===== src/rtl/e1_sa_pkg.sv =====
package e1_sa_pkg;
  localparam int SA_COUNT_DEF = 5;
  localparam int SA_FIRST_DEF = 3;
  localparam int POS_W_DEF    = 3;

  function automatic logic sel_pick(input logic [SA_COUNT_DEF-1:0] vec,
                                    input logic [SA_COUNT_DEF-1:0] sel);
    return |(vec & sel);
  endfunction
endpackage


===== src/rtl/e1_sa_slot_dec.sv =====
module e1_sa_slot_dec #(
  parameter int SA_COUNT = 5,
  parameter int SA_FIRST = 3,
  parameter int POS_W    = 3
) (
  input  logic                clk,
  input  logic                rst_n,
  input  logic                in_ts0,
  input  logic                in_fas,
  input  logic [POS_W-1:0]    bit_pos,
  output logic [SA_COUNT-1:0] sa_sel,
  output logic                sa_hit,
  output logic                sa_last
);
  logic frame_ok;
  assign frame_ok = in_ts0 & ~in_fas;

  for (genvar k = 0; k < SA_COUNT; k++) begin : g_slot
    assign sa_sel[k] = frame_ok && (bit_pos == POS_W'(SA_FIRST + k));
  end

  assign sa_hit  = |sa_sel;
  assign sa_last = sa_sel[SA_COUNT-1];

  // at most one Sa slot decoded per bit time
  a_r2_one_slot: assert property (@(posedge clk) disable iff (!rst_n)
    $onehot0(sa_sel));
  // no slot in frames carrying the alignment word
  a_r5_fas_quiet: assert property (@(posedge clk) disable iff (!rst_n)
    (in_fas || !in_ts0) |-> !sa_hit);
endmodule


===== src/rtl/e1_sa_rx.sv =====
module e1_sa_rx #(
  parameter int SA_COUNT = 5
) (
  input  logic                clk,
  input  logic                rst_n,
  input  logic [SA_COUNT-1:0] sa_sel,
  input  logic                sa_hit,
  input  logic                sa_last,
  input  logic                rx_bit,
  input  logic [SA_COUNT-1:0] rx_clk_mask,
  output logic [SA_COUNT-1:0] rx_sa_q,
  output logic                rx_link_out,
  output logic                rx_link_clk
);
  logic [SA_COUNT-1:0] stage_q, stage_d;
  logic [SA_COUNT-1:0] saq_d;
  logic                lo_d, lclk_d;
  logic                saq_en;

  for (genvar k = 0; k < SA_COUNT; k++) begin : g_stage
    assign stage_d[k] = sa_sel[k] ? rx_bit : stage_q[k];
  end

  always_comb begin
    saq_en = sa_last;
    saq_d  = stage_d;
    lo_d   = sa_hit & rx_bit;
    lclk_d = |(rx_clk_mask & sa_sel);
  end

  always_ff @(posedge clk or negedge rst_n) begin
    if (!rst_n) begin
      stage_q     <= '0;
      rx_sa_q     <= '0;
      rx_link_out <= 1'b0;
      rx_link_clk <= 1'b0;
    end else begin
      if (sa_hit) stage_q <= stage_d;
      if (saq_en) rx_sa_q <= saq_d;
      rx_link_out <= lo_d;
      rx_link_clk <= lclk_d;
    end
  end

  // serial link follows the received bit at every Sa slot
  a_r2_link_copy: assert property (@(posedge clk) disable iff (!rst_n)
    sa_hit |=> (rx_link_out == $past(rx_bit)));
  // a masked-off slot never pulses the link clock
  a_r3_clk_gated: assert property (@(posedge clk) disable iff (!rst_n)
    (sa_hit && ((rx_clk_mask & sa_sel) == '0)) |=> !rx_link_clk);
  // no link clock outside Sa slots
  a_r5_clk_idle: assert property (@(posedge clk) disable iff (!rst_n)
    !sa_hit |=> !rx_link_clk && !rx_link_out);
  // parallel register moves only after the last slot
  a_r4_hold: assert property (@(posedge clk) disable iff (!rst_n)
    !sa_last |=> $stable(rx_sa_q));
  // last slot value lands in the top bit
  a_r4_last_bit: assert property (@(posedge clk) disable iff (!rst_n)
    sa_last |=> (rx_sa_q[SA_COUNT-1] == $past(rx_bit)));
endmodule


===== src/rtl/e1_sa_tx.sv =====
module e1_sa_tx #(
  parameter int SA_COUNT = 5
) (
  input  logic                clk,
  input  logic                rst_n,
  input  logic [SA_COUNT-1:0] sa_sel,
  input  logic                sa_hit,
  input  logic                tx_bit_in,
  input  logic [SA_COUNT-1:0] tx_sa_reg,
  input  logic                tx_ext_en,
  input  logic [SA_COUNT-1:0] tx_ext_mask,
  input  logic                tx_link_in,
  output logic                tx_bit_out
);
  logic use_pin;
  logic reg_bit;
  logic sa_bit;
  logic out_d;

  always_comb begin
    use_pin = tx_ext_en & (|(tx_ext_mask & sa_sel));
    reg_bit = |(tx_sa_reg & sa_sel);
    sa_bit  = use_pin ? tx_link_in : reg_bit;
    out_d   = sa_hit ? sa_bit : tx_bit_in;
  end

  always_ff @(posedge clk or negedge rst_n) begin
    if (!rst_n) tx_bit_out <= 1'b0;
    else        tx_bit_out <= out_d;
  end

  // non-Sa bits pass unchanged
  a_r8_passthru: assert property (@(posedge clk) disable iff (!rst_n)
    !sa_hit |=> (tx_bit_out == $past(tx_bit_in)));
  // global enable low always selects the register
  a_r6_reg_src: assert property (@(posedge clk) disable iff (!rst_n)
    (sa_hit && !tx_ext_en) |=> (tx_bit_out == $past(reg_bit)));
  // enabled pin slots carry the link input
  a_r7_pin_src: assert property (@(posedge clk) disable iff (!rst_n)
    (sa_hit && tx_ext_en && ((tx_ext_mask & sa_sel) != '0))
      |=> (tx_bit_out == $past(tx_link_in)));
endmodule


===== src/rtl/e1_sa_link.sv =====
module e1_sa_link
  import e1_sa_pkg::*;
#(
  parameter int SA_COUNT = SA_COUNT_DEF,
  parameter int SA_FIRST = SA_FIRST_DEF,
  parameter int POS_W    = POS_W_DEF
) (
  input  logic                clk,
  input  logic                rst_n,
  input  logic                in_ts0,
  input  logic                in_fas,
  input  logic [POS_W-1:0]    bit_pos,
  input  logic                rx_bit,
  input  logic [SA_COUNT-1:0] rx_clk_mask,
  output logic [SA_COUNT-1:0] rx_sa_q,
  output logic                rx_link_out,
  output logic                rx_link_clk,
  input  logic                tx_bit_in,
  input  logic [SA_COUNT-1:0] tx_sa_reg,
  input  logic                tx_ext_en,
  input  logic [SA_COUNT-1:0] tx_ext_mask,
  input  logic                tx_link_in,
  output logic                tx_bit_out
);
  logic [SA_COUNT-1:0] sa_sel;
  logic                sa_hit;
  logic                sa_last;

  e1_sa_slot_dec #(.SA_COUNT(SA_COUNT), .SA_FIRST(SA_FIRST), .POS_W(POS_W)) u_dec (
    .clk     (clk),
    .rst_n   (rst_n),
    .in_ts0  (in_ts0),
    .in_fas  (in_fas),
    .bit_pos (bit_pos),
    .sa_sel  (sa_sel),
    .sa_hit  (sa_hit),
    .sa_last (sa_last)
  );

  e1_sa_rx #(.SA_COUNT(SA_COUNT)) u_rx (
    .clk         (clk),
    .rst_n       (rst_n),
    .sa_sel      (sa_sel),
    .sa_hit      (sa_hit),
    .sa_last     (sa_last),
    .rx_bit      (rx_bit),
    .rx_clk_mask (rx_clk_mask),
    .rx_sa_q     (rx_sa_q),
    .rx_link_out (rx_link_out),
    .rx_link_clk (rx_link_clk)
  );

  e1_sa_tx #(.SA_COUNT(SA_COUNT)) u_tx (
    .clk         (clk),
    .rst_n       (rst_n),
    .sa_sel      (sa_sel),
    .sa_hit      (sa_hit),
    .tx_bit_in   (tx_bit_in),
    .tx_sa_reg   (tx_sa_reg),
    .tx_ext_en   (tx_ext_en),
    .tx_ext_mask (tx_ext_mask),
    .tx_link_in  (tx_link_in),
    .tx_bit_out  (tx_bit_out)
  );

  // outputs start cleared after reset
  a_r1_reset_clear: assert property (@(posedge clk)
    $rose(rst_n) |-> (rx_sa_q == '0) && !rx_link_clk && !rx_link_out && !tx_bit_out);
endmodule


===== config.mk =====
export PLATFORM = sky130hd
export DESIGN_NAME = e1_sa_link
export DESIGN_NICKNAME = d
export VERILOG_FILES = /design/src/rtl/e1_sa_pkg.sv /design/src/rtl/e1_sa_slot_dec.sv /design/src/rtl/e1_sa_rx.sv /design/src/rtl/e1_sa_tx.sv /design/src/rtl/e1_sa_link.sv
export SDC_FILE = /design/constraint.sdc
export NUM_CORES = 1
export LEC_CHECK = 0
export BUFFER_PORTS_ARGS = -buffer_cell sky130_fd_sc_hd__buf_2
export CAP_MARGIN = 5
export CORE_MARGIN = 1
export CORE_UTILIZATION = 25
export DETAILED_ROUTE_END_ITERATION = 8
export HOLD_SLACK_MARGIN = 0.03
export PLACE_DENSITY_LB_ADDON = 0.12
export SYNTH_ARGS = -nofsm -noshare
export SYNTH_HDL_FRONTEND = slang
export SYNTH_SLANG_ARGS = --single-unit

===== constraint.sdc =====
create_clock -name clk -period 0.92 [get_ports clk]
set_input_delay 0.092 -clock clk [delete_from_list [all_inputs] [get_ports clk]]
set_output_delay 0.092 -clock clk [all_outputs]
set_load 0.1 [all_outputs]

== After elaboration in Yosys (flattened, before gate mapping) ==
Cells that the tools add are included.

* Divide/modulo/power cells: 0
* Equal/unequal tests: 5
* Shift operators: 0
* Magnitude comparators: 0
* Bitwise gates (word level): 7
* Reduce and logical (&&, ||, !) cells: 9
* Muxes and demuxes: 7
* $add $sub $neg: 0
* Multipliers: 0

{| class="wikitable"
|+ Operators by type and width
! cell !! count
|-
| 5-bit OR reduction || 4
|-
| 5-bit AND || 3
|-
| 3-bit == test, second input constant || 4
|-
| 1-bit 2-to-1 mux || 7
|-
| 1-bit logical AND || 5
|-
| 1-bit AND || 3
|-
| 3-bit by 2-bit == test with 1-bit output, second input constant || 1
|-
| 1-bit inverter || 1
|}

* Register bits: 13
* Memories kept: 0
* Bits in latches: 0
* Logic and storage cells: 33
* Input bits: 26
* Output and inout port bits: 8
* Memory bits (writable): 0
* ROM bits: 0

== Depth between registers and ports, before layout ==
* Depth in word-level cells: 8
* Gate-level depth with buffers: 5
* Gate-level depth less buffers: 4

== By module ==
Synthesis repeated with hierarchy kept, for this count alone.

* Cells, all modules: 66
* Area total of the unflattened synthesis: 701.9 um^2

{| class="wikitable"
|+ Modules (own cells, without submodules)
! module !! seq. area each (um^2) !! instances !! area each (um^2) !! cells an instance
|-
| e1_sa_rx || 300.3 || 1 || 526.8 || 43
|-
| e1_sa_tx || 25.0 || 1 || 102.6 || 12
|-
| e1_sa_slot_dec || 0.0 || 1 || 72.6 || 11
|}

== Worst setup path before layout ==
OpenSTA, ideal clock, no wires.

* Kind: register to register
* From: reg u_rx.rx_sa_q[0] (netlist name)
* To: reg u_rx.rx_sa_q[0]
* Arrival: 1123 ps
* Buffers on the path: 0
* Setup slack: -329 ps
* Cell stages (with the launch flop): 2
* Data required time: 795 ps
* Cells stage by stage: dfrtp_1 > mux2_4

{| class="wikitable"
|+ RTL lines
! element !! line !! RTL
|-
| end signal: assignment || e1_sa_rx.sv:39 || <nowiki>if (saq_en) rx_sa_q <= saq_d;</nowiki>
|-
| end: declaration || e1_sa_rx.sv:11 || <nowiki>output logic [SA_COUNT-1:0] rx_sa_q,</nowiki>
|}

== Final worst setup path ==
* From: reg u_rx.stage_q[2]
* To: reg u_rx.rx_sa_q[2]

* Word-level cells in the longest chain between the ends: 1

{| class="wikitable"
|+ Ends and longest elaborated chain
! element !! line !! RTL
|-
| start: declaration || e1_sa_rx.sv:15 || <nowiki>logic [SA_COUNT-1:0] stage_q, stage_d;</nowiki>
|-
| start signal: assignment || e1_sa_rx.sv:38 || <nowiki>if (sa_hit) stage_q <= stage_d;</nowiki>
|-
| 1-bit 2-to-1 mux || e1_sa_rx.sv:21 || <nowiki>assign stage_d[k] = sa_sel[k] ? rx_bit : stage_q[k];</nowiki>
|}

No other way between the ends.
A chain may end at the register's enable or synchronous reset.

==> metrics.txt <==
vias in the first global route 646; crit share post-route 110%; CTS sink cnt 12; first-pass GRT wire length 2660 µm; final setup fails 14; worst-skew pair later-pin latency 0.27 ns; post-route ant nets 0; register-to-register setup slack -0.09 ns; Worst Path Arrival 1.17 ns; f_max 986 MHz; Die Wd 54.8 µm; Hold Path Sink u_rx.stage_q[2]; CTS tree yes; Hold Fails Final Rpt 0; slew margin rel. 76.8%; drt total wl 1580 µm; YS warnings 0; Overall Global Routing Usage 12.9%; largest net degree at the start of global routing 13; Num CTS Buffers 3; Pins Over Slew Limit 0; Top Ports 34; fin nets 132; drt wl/cell 11.7 µm; Iteration-0 DRC Markers 0; status complete, but fails checks; Reg-to-Reg Start u_rx.stage_q[2]; maximum buffer depth of the clock tree 2; layout cells sized above 1 70.5%; initial antenna violation count 0; Cells after Synth 58; Setup WS post-layout -0.0938 ns; Residual DRC 0; Port Buf Inserts 33; Worst-path clk slew 0.07 ns; min-delay worst type primary input to flop; Setup TNS -0.638 ns; Yosys reg bits 12; synthesis-to-layout area growth 69.9%; R2R depth 2; hpwl dp 1300 µm; power consumption 2.29 mW; RSZ-0062 raised after global routing yes; Pleak 0.572 nW; Clock Skew 0.000226 ns; worst-path maximum fanout 2; worst vdd ir 0.00136 V; hold-critical path depth 2; GP Congestion 0.721; Die H 54.8 µm; FF-to-FF End u_rx.rx_sa_q[2]; mapped cell area 698 µm²; row cnt 18; H-tree depth 1; CP Capture Type flop; grt ovf 0; overall via count from detail_route 616; commonest cells after routing, fill and taps aside 24 x buf_2, 12 x buf_4, 9 x buf_12, 8 x dfrtp_2; diode count 0; vias per cell 4.56; post-synthesis average cell area 12.0 µm²; minimum clock period 1.01 ns; WP data required 1.08 ns; Synth cell types 21; violated checks negative setup slack; post-synthesis sequential area ratio 43.0%; pwr/cell area 1930 nW/µm²; Core ar. 2570 µm²; crit path kind flop to flop; Hold Path Origin rx_bit; Root Buffer clkbuf_4; Critical Path Start Type flop; Syn Nets 84; most common cell after layout, fill and taps aside buf_2; DIE AREA 3010 µm²; 1st-pass router iterations 1; max-cap violations 0; Starting Density 27.2%; Slew @ Worst Pin 0.349 ns
-- cell usage after synthesis (all sizes together) --
cell / instances / share of area (%)
a211oi: 1 / 1.8
a21oi: 3 / 2.1
a311oi: 1 / 1.3
and2: 1 / 0.90
buf: 3 / 4.8
dfrtp: 12 / 43
inv: 2 / 1.1
mux2: 10 / 19
mux2i: 5 / 7.2
nand2: 1 / 0.54
nand3b: 2 / 2.1
nand4b: 1 / 2.1
nand4bb: 1 / 2.3
nor2: 8 / 4.3
nor3: 1 / 0.72
nor3b: 1 / 1.8
o2111a: 1 / 1.6
o21ai: 1 / 0.72
o22ai: 2 / 1.8
or2: 1 / 0.90
-- through the flow --
stage | hold slack, ns | instances | instance area (µm²) | setup WS (ns) | utilization, %
final | 0.0825 | 135 | 1190 | -0.0938 | 46.2
after global routing | 0.0856 | 135 | 1190 | -0.121 | 46.2
after floorplan | -0.204 | 58 | 747 | -0.222 | -
after global placement | -0.0166 | 128 | 1110 | -0.336 | 43.3
after detailed placement | -0.0146 | 128 | 1110 | -0.369 | 43.3
after CTS | 0.0724 | 135 | 1170 | -0.0967 | 45.8
-- cells by family (layout without fill, tap and decap cells) --
kind of cell / after synthesis / after routing / synth area share, %
AOI/OAI and AO/OA: 9 / 9 / 9.32
DFF: 12 / 12 / 43.0
muxes: 15 / 15 / 26.0
and+or+nand+nor: 17 / 17 / 15.8
buffers and inverters: 5 / 52 / 5.91
-- critical path: stages, from the launching register on --
cell	delay, ns
dfrtp_1	0.37
mux2_4	0.27
mux2_4	0.26
-- layout make-up --
class | count | area (µm²)
fillers | 260 | 1380
repair buffers | 46 | 400
inverters | 2 | 7.51
multi-input cells | 41 | 394
clock buffers | 4 | 36.3
well taps | 30 | 37.5
flip-flops and latches | 12 | 310
-- worst max path at each step --
stage               startpoint              end  slack (ns)  cells after the start
2_1_floorplan           in_fas  u_rx.rx_sa_q[2]       -0.22                      4
3_3_place_gp            in_fas  u_rx.rx_sa_q[2]       -0.34                      5
3_5_place_dp            in_fas  u_rx.rx_sa_q[2]       -0.37                      5
4_1_cts        u_rx.stage_q[2]  u_rx.rx_sa_q[2]        -0.1                      2
5_1_grt        u_rx.stage_q[2]  u_rx.rx_sa_q[2]       -0.12                      2
6_report       u_rx.stage_q[2]  u_rx.rx_sa_q[2]       -0.09                      2
-- metal layers --
| metal | up-vias | track usage, % | share of wire, % |
|---|---|---|---|
| met2 | 27 | 23.1 | 49 |
| met4 | 0 | 7.69 | 1.8 |
| li1 | 303 | - | - |
| met1 | 282 | 14.2 | 43 |
| met5 | - | 0 | 0 |
| met3 | 4 | 1.94 | 5.8 |
-- state kept, by name (all words and copies together), names as in the netlist --
signal and flops:
u_rx.stage_q 4, u_rx.rx_sa_q 5, u_rx.rx_link_out 1, u_rx.rx_link_clk 1, u_tx.tx_bit_out 1
-- power breakdown --
part	switching [mW]	internal, mW
logic	0.644	0.496
registers	0.0891	0.648
clock network	0.174	0.241
total	0.907	1.38
-- what timing repair did --
action	in CTS	in global routing
pin swaps	2	3
hold buffers	1	0
endpoints found under the hold margin	12	0
endpoints found under the setup margin	14	15
cloned	0	0
resized for setup	1	4
setup buffers	2	0
(Power assumes the default switching activity.)
